### config.mk
export PLATFORM = sky130hd
export DESIGN_NAME = cfgrd_top
export DESIGN_NICKNAME = d
export VERILOG_FILES = /design/src/rtl/cfgrd_pkg.sv /design/src/rtl/cfgrd_rom.sv /design/src/rtl/cfgrd_seq.sv /design/src/rtl/cfgrd_outmux.sv /design/src/rtl/cfgrd_top.sv
export SDC_FILE = /design/constraint.sdc
export NUM_CORES = 1
export LEC_CHECK = 0
export ABC_AREA = 1
export BUFFER_PORTS_ARGS = -buffer_cell sky130_fd_sc_hd__clkbuf_2
export CAP_MARGIN = 10
export CORE_ASPECT_RATIO = 0.8
export CORE_MARGIN = 2
export CORE_UTILIZATION = 45
export CTS_BUF_LIST = sky130_fd_sc_hd__clkbuf_16
export DETAILED_ROUTE_END_ITERATION = 10
export PLACE_DENSITY = 0.69
export SLEW_MARGIN = 20
export SYNTH_ARGS = -nofsm -noshare
export SYNTH_HDL_FRONTEND = slang
export SYNTH_HIERARCHICAL = 1
export SYNTH_SLANG_ARGS = --single-unit
### constraint.sdc
create_clock -name clk -period 2 [get_ports clk]
set_input_delay 0.2 -clock clk [delete_from_list [all_inputs] [get_ports clk]]
set_output_delay 0.2 -clock clk [all_outputs]
set_load 0.02 [all_outputs]
### src/rtl/cfgrd_pkg.sv
package cfgrd_pkg;

    localparam int BYTE_W    = 8;
    localparam int BIT_CNT_W = 3;

    typedef enum logic {
        MODE_SER = 1'b0,
        MODE_PAR = 1'b1
    } out_mode_e;

    localparam logic [BIT_CNT_W-1:0] LAST_BIT = BIT_CNT_W'(BYTE_W - 1);

endpackage

### src/rtl/cfgrd_rom.sv
module cfgrd_rom
    import cfgrd_pkg::*;
#(
    parameter int DEPTH = 16,
    parameter int AW    = 4,
    parameter int MUL   = 37,
    parameter int SEED  = 90
) (
    input  logic [AW-1:0]     addr_i,
    output logic [BYTE_W-1:0] data_o
);

    logic [BYTE_W-1:0] cells_w [DEPTH];

    for (genvar g = 0; g < DEPTH; g++) begin : g_cell
        localparam int VAL = (g * MUL + SEED) % 256;
        assign cells_w[g] = BYTE_W'(VAL);
    end

    always_comb begin
        data_o = '0;
        for (int i = 0; i < DEPTH; i++) begin
            if (addr_i == AW'(i)) begin
                data_o = cells_w[i];
            end
        end
    end

endmodule

### src/rtl/cfgrd_seq.sv
module cfgrd_seq
    import cfgrd_pkg::*;
#(
    parameter int DEPTH = 16,
    parameter int AW    = 4
) (
    input  logic                 clk,
    input  logic                 rst_n,
    input  logic                 ce_n,
    input  logic                 oe_rst_n,
    input  logic                 mode_wr,
    input  logic                 mode_par,
    output logic [AW-1:0]        addr_o,
    output logic [BIT_CNT_W-1:0] bit_o,
    output out_mode_e            mode_o,
    output logic                 active_o,
    output logic                 ceo_n
);

    localparam logic [AW-1:0] TERM = AW'(DEPTH - 1);

    typedef struct packed {
        logic [AW-1:0]        addr;
        logic [BIT_CNT_W-1:0] bitc;
        logic                 past_tc;
        out_mode_e            mode;
    } seq_state_t;

    seq_state_t st_d, st_q;
    logic       sel_w;
    logic       item_end_w;

    always_comb begin
        st_d       = st_q;
        sel_w      = !ce_n && oe_rst_n;
        item_end_w = (st_q.mode == MODE_PAR) || (st_q.bitc == LAST_BIT);

        if (mode_wr && !oe_rst_n) begin
            st_d.mode = out_mode_e'(mode_par);
        end

        if (!sel_w) begin
            st_d.addr    = '0;
            st_d.bitc    = '0;
            st_d.past_tc = 1'b0;
        end else if (!st_q.past_tc) begin
            if (item_end_w) begin
                st_d.bitc = '0;
                if (st_q.addr == TERM) begin
                    st_d.past_tc = 1'b1;
                end else begin
                    st_d.addr = st_q.addr + AW'(1);
                end
            end else begin
                st_d.bitc = st_q.bitc + BIT_CNT_W'(1);
            end
        end
    end

    always_ff @(posedge clk or negedge rst_n) begin
        if (!rst_n) begin
            st_q <= '{addr: '0, bitc: '0, past_tc: 1'b0, mode: MODE_SER};
        end else begin
            st_q <= st_d;
        end
    end

    assign addr_o   = st_q.addr;
    assign bit_o    = st_q.bitc;
    assign mode_o   = st_q.mode;
    assign active_o = sel_w && !st_q.past_tc;
    assign ceo_n    = !(sel_w && st_q.past_tc);

endmodule

### src/rtl/cfgrd_outmux.sv
module cfgrd_outmux
    import cfgrd_pkg::*;
(
    input  out_mode_e            mode_i,
    input  logic                 active_i,
    input  logic [BYTE_W-1:0]    byte_i,
    input  logic [BIT_CNT_W-1:0] bit_i,
    output logic [BYTE_W-1:0]    dout,
    output logic [BYTE_W-1:0]    dout_en
);

    logic ser_bit_w;

    assign ser_bit_w = byte_i[LAST_BIT - bit_i];

    for (genvar g = 0; g < BYTE_W; g++) begin : g_lane
        if (g == 0) begin : g_lane0
            assign dout_en[g] = active_i;
            assign dout[g]    = active_i &&
                                ((mode_i == MODE_PAR) ? byte_i[g] : ser_bit_w);
        end else begin : g_laneN
            assign dout_en[g] = active_i && (mode_i == MODE_PAR);
            assign dout[g]    = active_i && (mode_i == MODE_PAR) && byte_i[g];
        end
    end

endmodule

### src/rtl/cfgrd_top.sv
module cfgrd_top
    import cfgrd_pkg::*;
#(
    parameter int DEPTH = 16,
    parameter int MUL   = 37,
    parameter int SEED  = 90
) (
    input  logic              clk,
    input  logic              rst_n,
    input  logic              ce_n,
    input  logic              oe_rst_n,
    input  logic              mode_wr,
    input  logic              mode_par,
    output logic [BYTE_W-1:0] dout,
    output logic [BYTE_W-1:0] dout_en,
    output logic              ceo_n
);

    localparam int AW = (DEPTH < 2) ? 1 : $clog2(DEPTH);

    logic [AW-1:0]        addr_w;
    logic [BIT_CNT_W-1:0] bit_w;
    out_mode_e            mode_w;
    logic                 active_w;
    logic [BYTE_W-1:0]    byte_w;

    cfgrd_seq #(
        .DEPTH (DEPTH),
        .AW    (AW)
    ) seq_i (
        .clk      (clk),
        .rst_n    (rst_n),
        .ce_n     (ce_n),
        .oe_rst_n (oe_rst_n),
        .mode_wr  (mode_wr),
        .mode_par (mode_par),
        .addr_o   (addr_w),
        .bit_o    (bit_w),
        .mode_o   (mode_w),
        .active_o (active_w),
        .ceo_n    (ceo_n)
    );

    cfgrd_rom #(
        .DEPTH (DEPTH),
        .AW    (AW),
        .MUL   (MUL),
        .SEED  (SEED)
    ) rom_i (
        .addr_i (addr_w),
        .data_o (byte_w)
    );

    cfgrd_outmux mux_i (
        .mode_i   (mode_w),
        .active_i (active_w),
        .byte_i   (byte_w),
        .bit_i    (bit_w),
        .dout     (dout),
        .dout_en  (dout_en)
    );

endmodule

Word-level counts from Yosys, hierarchy flattened
Cells that the tools add are included.
Operators by class
  add/sub/neg operators: 3
  $lt $le $gt $ge: 1
  eq/ne operators: 19
  multiplexer cells: 26
  reductions and logical operators: 20
Operator list (count)
  two-way mux 8 bit: 16
  equality test 4 bit (second input constant): 8
  equality test 4 x 3 -> 1 bit (second input constant): 4
  two-way mux 7 bit: 2
  logical AND 1 bit: 13
  equality test 4 x 2 -> 1 bit (second input constant): 2
  two-way mux 4 bit: 2
  inequality test 2 bit (second input constant): 3
  adder 4 x 1 -> 4 bit (second input constant): 1
  equality test 4 x 1 -> 1 bit (second input constant): 1
  zero test 1 bit: 4
  zero test 4 bit: 1
  less-than comparator 3 x 4 -> 1 bit (second input constant): 1
  two-way mux 1 bit: 4
  adder 3 x 1 -> 3 bit (second input constant): 1
  binary-select mux 1 bit (select 3 bit): 1
  equality test 3 bit (second input constant): 1
  two-way mux 3 bit: 1
  AND reduction 3 bit: 1
  subtractor 3 bit (first input constant): 1
  logical OR 1 bit: 1
Storage, ports and cells
  register bits after elaboration: 9
  bits of input ports: 6
  output and inout port bits: 17
  word-level logic and storage cells: 73

Longest topological paths before layout
Gate-level depths: netlist of run 1.
  depth after elaboration: 21
  gate-level depth with buffers: 13
  gate-level depth less buffers: 12

By module
The synthesis of run 1 kept the hierarchy.
Modules (own cells, without submodules)
  cfgrd_seq: times used 1, cells an instance 72, area each 545.5 um^2, seq. area each 225.2 um^2
  cfgrd_outmux: times used 1, cells an instance 44, area each 206.4 um^2, seq. area each 0.0 um^2
  cfgrd_rom: times used 1, cells an instance 42, area each 200.2 um^2, seq. area each 0.0 um^2

Worst setup path before layout of run 1
No wires, ideal clock.
  path kind: register to output
  start point: reg seq_i.st_q, in the netlist seq_i/addr_o[2]
  end point: out dout[0]
  arrival: 1.461 ns
  data required time: 1.800 ns
  slack: 0.339 ns
  stages on the path, launching flop included: 12
  path buffers: 1
  cell sequence: dfrtp_1 > buf_4 > inv_1 > nand2_1 > nand2_1 > xor2_1 > nand2_1 > nand3_1 > nand3_1 > nand3_1 > nand2_1 > inv_1
Between the ends
  elaborated cells between the ends (all ways): 36
  those cells by class: eq/ne: 15; mux: 19; reduce/logical: 2
RTL lines
  start, declared: line cfgrd_seq.sv:29  | seq_state_t st_d, st_q;
  start signal, assigned: line cfgrd_seq.sv:62  | st_q <= '{addr: '0, bitc: '0, past_tc: 1'b0, mode: MODE_SER};
  start signal, assigned: line cfgrd_seq.sv:64  | st_q <= st_d;
  equality test 4 x 1 -> 1 bit: line cfgrd_rom.sv:23  | if (addr_i == AW'(i)) begin
  two-way mux 7 bit: line cfgrd_rom.sv:23
  two-way mux 8 bit (13 in a row): line cfgrd_rom.sv:23
  two-way mux 8 bit *: line cfgrd_rom.sv:23
  net byte_w[2]: line cfgrd_top.sv:25  | logic [BYTE_W-1:0] byte_w;
  binary-select mux 1 bit (select 3 bit) *: line cfgrd_outmux.sv:14  | assign ser_bit_w = byte_i[LAST_BIT - bit_i];
  two-way mux 1 bit (not written as such) *: line cfgrd_outmux.sv:14
  two-way mux 1 bit *: line cfgrd_outmux.sv:20  | ((mode_i == MODE_PAR) ? byte_i[g] : ser_bit_w);
  logical AND 1 bit *: line cfgrd_outmux.sv:19  | assign dout[g] = active_i &&
  end, declared: line cfgrd_top.sv:14  | output logic [BYTE_W-1:0] dout,
Mark *: on every way through the listed nets, which the timed path passes. The rest lies on a longest branch. The select of a mux whose other input is x is not followed.

Worst setup path after layout of run 1
  start point: reg seq_i.st_q, in the netlist seq_i/addr_o[1]
  end point: out dout[0]
Between the ends
  longest elaborated chain between the ends: 21
  elaborated cells between the ends (all ways): 36
  those cells by class: eq/ne: 15; mux: 19; reduce/logical: 2
RTL lines (line)
  zero test 4 bit: cfgrd_rom.sv:23
  two-way mux 7 bit (2 in a row): cfgrd_rom.sv:23
  two-way mux 8 bit (13 in a row): cfgrd_rom.sv:23
  two-way mux 8 bit *: cfgrd_rom.sv:23
  net byte_w[1]: cfgrd_top.sv:25
  binary-select mux 1 bit (select 3 bit) *: cfgrd_outmux.sv:14
  two-way mux 1 bit (not written as such) *: cfgrd_outmux.sv:14
  two-way mux 1 bit *: cfgrd_outmux.sv:20
  logical AND 1 bit *: cfgrd_outmux.sv:19
Marks and branches as above.

==> flow_summary.ini, run 1 <==
[status]
status = finished, final reports clean

[sta]
fmax_mhz = 533
final_hold_viol_count = 0
min_period_ns = 1.87
finalSetupTns_ns = 0
timing.slew.headroom_pct = 74.2
setup_viol_count_final = 0
worst_slack_ns = 0.125
slew_violations = 0
finClkSkew_ns = 0.00246
fin_crit_sh_pct = 93.7
tightest_slew_ns = 0.386

[route]
drt-total-wl_um = 1900
firstDrtPassIters = 4
drtIter0Drc = 39
drcViolationCount = 0
vias = 948
viasPerCell = 4.84
avgRoutedWirePerCell_um = 9.68
ant_nets = 0

[critical_path]
worstSetupStartpointType = flop
crit_type = reg -> out
cp_max_fo = 11
ff2ff_setup_slack_ns = 0.31
worstPathArrival_ns = 1.67
critPathCaptureType = output port
reg2reg_depth = 8
required_ns = 1.80

[clock_network]
cts_root_buf = clkbuf_16
clk_pin_slew_worst_paths_ns = 0.04
cts_buffers = 3
cts_tree = built
cts_buffer_depth = 2
clock_latency_ns = 0.23
htree_levels = 1
clock_sinks = 9

[pwr]
pwr-share-clk_pct = 50.1
total_power_uw = 683
power_density_nw_per_um2 = 629
total_leakage_power_nw = 0.658
p_seq_share_pct = 29.7
p_sw_uw = 185
power_frac_comb_pct = 20.3
p_int_uw = 498
switching_share_pct = 27.1
peakVddDrop_uv = 620

[placement]
gp_congestion = 0.817
dp.cells = 188
preCtsSetupSlack_ns = 0.211
hpwl_um = 1480
io_buffers = 22

[grt]
overflow = 0
grt_usage_pct = 16.0
grt_max_degree = 15
grt_pass1_vias = 782
grt_first_pass_wirelength_um = 3260
antenna_found_initial = 0

[die]
ioPinCount = 23
dieArea_um2 = 2500
fp.dieW_um = 55.4
core_area_um2 = 1940
placementRows = 14
start_util_pct = 49.0
die_h_um = 45.1

[synthesis]
synthCells = 158
yosysWarnings = 6
synth_cell_type_count = 22
ys_seq_elements = 9
synth_nets = 167
syn_area_um2 = 952
synth-seq-area-share_pct = 23.7
syn-mean-instance-area_um2 = 6.03

[worst_hold_path]
hp-class = in -> reg
min_path_cells = 2

[final_layout]
final_cells = 196
nets = 182
drive_gt1_share_pct = 23.3
mostFrequentLayoutCells = nand2_1 (52), inv_1 (23), clkbuf_2 (22)
syn2layout_area_growth_pct = 14.1
diodes = 0
final_common_cell = nand2_1
regArea_um2 = 229
fill_cells = 194
fin_util_pct = 55.9
multiInputGateArea_um2 = 498

[job]
maxCapViolCount = 0
## timing repair
action                                  CTS  global route
setup buffers                             0             3
cloned                                    0             0
hold endpoints to repair                  9             0
hold buffers                              1             0
resized for setup                         2             4
endpoints found under the setup margin    1             1
pin swaps                                 0             0
## layer usage
metal  vias up  GRT usage (%)  part of all wire, %
li1        498              -                    -
met1       417           22.3                   49
met2        31           26.7                   46
met3         2          0.573                  4.1
met4         0           6.83                  1.1
met5         -              0                    0
## critical path, cell delays in order (launching register included)
cell and delay [ns]:
dfrtp_2 0.47, inv_2 0.11, nand2_1 0.05, nand2_1 0.07, xor2_1 0.18, nand2_1 0.08, nand3_1 0.09, nand3_1 0.07
nand3_1 0.08, nand2_1 0.05, inv_1 0.04, clkbuf_2 0.15
## cells by family after synthesis
kind of cell / after synthesis / share of synthesized area [%]
AO/OA/AOI/OAI: 9 / 5.39
flip-flops: 9 / 23.7
buffers and inverters: 43 / 24.3
AND/OR/NAND/NOR: 92 / 40.9
adder cells (fa/ha/maj): 3 / 3.94
XOR/XNOR: 2 / 1.84
## path summary, 6_finish.rpt
kind	startpoint	to
min reg2reg	seq_i/bit_o[2]$_DFFE_PN0P_	seq_i/bit_o[2]$_DFFE_PN0P_
min	mode_wr	seq_i/mode_o$_DFFE_PN0P_
max	seq_i/addr_o[1]$_DFFE_PN0P_	dout[0]
min in group asynchronous	rst_n	seq_i/bit_o[0]$_DFFE_PN0P_
max in group asynchronous	rst_n	seq_i/addr_o[2]$_DFFE_PN0P_
max reg2reg	seq_i/bit_o[0]$_DFFE_PN0P_	seq_i/addr_o[3]$_DFFE_PN0P_
## through the flow
| step | cell area [µm²] | hold WS [ns] |
|---|---|---|
| 6_report | 1090 | 0.177 |
| 5_1_grt | 1090 | 0.202 |
| 4_1_cts | 1060 | 0.177 |
| 3_5_place_dp | 966 | 0.0738 |
| 3_3_place_gp | 966 | 0.0714 |
| 2_1_floorplan | 952 | -0.0956 |
## registers in the layout (all words and copies together) (netlist names)
name and flops:
seq_i/mode_o 1, seq_i/bit_o 3, seq_i/addr_o 4, seq_i/st_q 1
## power by group through the flow
stage / Combinational [mW] / Clock [mW] / Sequential, mW
5_1_grt: 0.156 / 0.357 / 0.204
2_1_floorplan: 0.115 / 0 / 0.198
3_5_place_dp: 0.133 / 0 / 0.205
3_3_place_gp: 0.131 / 0 / 0.204
4_1_cts: 0.135 / 0.350 / 0.203
6_report: 0.138 / 0.342 / 0.203
## synthesized netlist by cell type, drive strengths merged
cell / n / share of area, %
dfrtp: 9 / 24
xor2: 1 / 0.92
inv: 26 / 10
nand4: 1 / 0.66
a21oi: 1 / 0.53
nor2: 21 / 9.9
buf: 15 / 12
a31oi: 1 / 0.66
ha: 3 / 3.9
nand3b: 1 / 0.79
xnor2: 1 / 0.92
o21a: 1 / 0.79
nand2: 53 / 21
o21ai: 5 / 2.6
clkbuf: 2 / 1.8
o211ai: 1 / 0.79
nand3: 16 / 8.4
## layout make-up
class                           count  area share (%)
Tap cell                           24            2.76
Multi-Input combinational cell    106            45.9
Clock inverter                      1           0.346
Clock buffer                        3            6.91
Inverter                           26            9.22
Sequential cell                     9            21.1
Timing Repair Buffer               27            13.8
Note: power is estimated with default switching activity, not from simulation.
==> run 2: changes to the inputs <==
--- a/config.mk
+++ b/config.mk
@@ -8,12 +8,15 @@
 export ABC_AREA = 1
 export BUFFER_PORTS_ARGS = -buffer_cell sky130_fd_sc_hd__clkbuf_2
 export CAP_MARGIN = 10
-export CORE_ASPECT_RATIO = 0.8
+export CELL_PAD_IN_SITES_DETAIL_PLACEMENT = 0
+export CELL_PAD_IN_SITES_GLOBAL_PLACEMENT = 1
+export CORE_ASPECT_RATIO = 0.75
 export CORE_MARGIN = 2
-export CORE_UTILIZATION = 45
+export CORE_UTILIZATION = 35
 export CTS_BUF_LIST = sky130_fd_sc_hd__clkbuf_16
 export DETAILED_ROUTE_END_ITERATION = 10
-export PLACE_DENSITY = 0.69
+export PLACE_DENSITY_LB_ADDON = 0.1
+export SETUP_SLACK_MARGIN = 0.4
 export SLEW_MARGIN = 20
 export SYNTH_ARGS = -nofsm -noshare
 export SYNTH_HDL_FRONTEND = slang
==> run 2 against run 1 <==
Total power grew 8.7%. Die area increased by 26%. Sequential share of layout area shrank 3.8 points. Critical endpoint unchanged. Cell area is 23% higher. Flip-flop and latch count is the same. Sequential power hardly changed. Utilization down 4.5 points. Critical path type unchanged. First-iteration DRC count increased by 51%. Largest cell class unchanged. Wire length rose by 26%. Global-route usage shrank 0.62 points. Critical path depth decreased by 1. Via count up 10%.
==> flow_summary.ini, run 2 (same netlist as run 1, synthesis figures left out) <==
[status]
status = finished, final reports clean

[sta]
fin_crit_sh_pct = 94.8
tightest_slew_ns = 0.280
timing.slew.headroom_pct = 81.2
worst_slack_ns = 0.103
finClkSkew_ns = 0.00309
min_period_ns = 1.90
final_hold_viol_count = 0
setup_viol_count_final = 0
slew_violations = 0
finalSetupTns_ns = 0
fmax_mhz = 527
rsz0062_at_grt = true

[grt]
grt_usage_pct = 15.4
overflow = 0
grt_pass1_vias = 810
grt_max_degree = 11
antenna_found_initial = 0
grt_first_pass_wirelength_um = 3660

[clock_network]
clock_latency_ns = 0.24
cts_buffers = 3
cts_buffer_depth = 2
htree_levels = 1
clock_sinks = 9
clk_pin_slew_worst_paths_ns = 0.04
cts_tree = built
cts_root_buf = clkbuf_16

[pwr]
power_density_nw_per_um2 = 555
total_power_uw = 742
total_leakage_power_nw = 0.757
peakVddDrop_uv = 435

[route]
viasPerCell = 4.63
ant_nets = 0
drtIter0Drc = 59
firstDrtPassIters = 6
vias = 1046
avgRoutedWirePerCell_um = 10.6
drcViolationCount = 0
drt-total-wl_um = 2400

[final_layout]
drive_gt1_share_pct = 42.6
mostFrequentLayoutCells = nand2_1 (46), buf_4 (24), inv_1 (19)
final_cells = 226
syn2layout_area_growth_pct = 40.3
fill_cells = 284
multiInputGateArea_um2 = 556
nets = 200
largest_reg_flops = 4
final_area_um2 = 1340
final_common_cell = nand2_1
diodes = 0
regArea_um2 = 231

[critical_path]
critPathBufInv = 3
worstSetupStartpointType = flop
required_ns = 1.80
slowest_delay_ns = 0.46
crit_type = reg -> out
cp_top_family = flip-flops
critPathSlowestCell = dfrtp_2
cp_max_fo = 6
critPathCaptureType = output port
crit_chain = buf_6 -> o21ai_2 -> o211ai_1 -> nand2_1 -> nand3_1 -> nand3b_1 -> nand3_1 -> nand2_1 -> inv_2 -> buf_8
worstPathArrival_ns = 1.70

[placement]
hpwl_um = 1530
preCtsSetupSlack_ns = 0.169
dp.cells = 201
placed_area_um2 = 988
gp_congestion = 0.840
io_buffers = 22

[die]
core_area_um2 = 2600
placementRows = 16
dieArea_um2 = 3160
ioPinCount = 23
start_util_pct = 36.6
fp.dieW_um = 64.2
die_h_um = 49.2

[worst_hold_path]
hp-class = in -> reg

[job]
maxCapViolCount = 0
==> run 2: changes by cell type in the layout (fill, tap and decap cells not counted), sizes merged <==
cell    before  now
clkbuf      25   18
buf          4   29
==> run 2: power by group <==
part           internal (mW)  switching [mW]  total, mW
clock                  0.261          0.0875      0.349
combinational         0.0829           0.106      0.189
sequential             0.190          0.0138      0.204
==> run 2: what timing repair did <==
action                     4_1_cts  5_1_grt
hold buffers                     1        0
setup endpoints to repair       14       20
pin swaps                       11       10
buffers inserted                12        8
hold endpoints to repair         9        0
gates resized for setup         19       33
==> run 2: final timing paths <==
check                                            startpoint                           to  slack, ns  cells past startpoint
worst min-delay path                                mode_wr     seq_i/mode_o$_DFFE_PN0P_       0.17                      2
max in group asynchronous                             rst_n   seq_i/bit_o[0]$_DFFE_PN0P_       1.41                      2
min in group asynchronous                             rst_n  seq_i/addr_o[1]$_DFFE_PN0P_       0.37                      2
worst min register to register   seq_i/bit_o[2]$_DFFE_PN0P_   seq_i/bit_o[2]$_DFFE_PN0P_       0.54                      2
worst max-delay path            seq_i/addr_o[1]$_DFFE_PN0P_                      dout[0]       0.10                     10
worst max register to register  seq_i/addr_o[1]$_DFFE_PN0P_  seq_i/addr_o[1]$_DFFE_PN0P_       0.51                      8
==> run 2: cell type report <==
class | count | share of cell area, %
multi-input cells | 106 | 41.6
repair buffers | 45 | 24.3
flip-flops and latches | 9 | 17.3
inverters | 26 | 7.49
clock buffers | 3 | 5.62
well taps | 36 | 3.37
clock inverters | 1 | 0.281
==> run 2: worst reg2reg max path, delay by kind of cell (launching register included) <==
kind / cells / cell delay (ns)
buffers and inverters: 2 / 0.29
DFF: 1 / 0.46
adders and majority gates: 1 / 0.21
and+or+nand+nor: 5 / 0.47
==> run 2: layer usage <==
metal | track usage, % | share of wire (%)
met1 | 20.9 | 46
met2 | 23.1 | 48
met3 | 4.85 | 5.2
met4 | 5.32 | 1.2
met5 | 0 | 0
==> run 2: through the flow <==
stage	util, %	hold WS (ns)
after global routing	51.3	0.181
after floorplan	-	-0.0956
final	51.3	0.171
after global placement	38.0	0.0765
after detailed placement	38.0	0.0780
after CTS	46.2	0.165
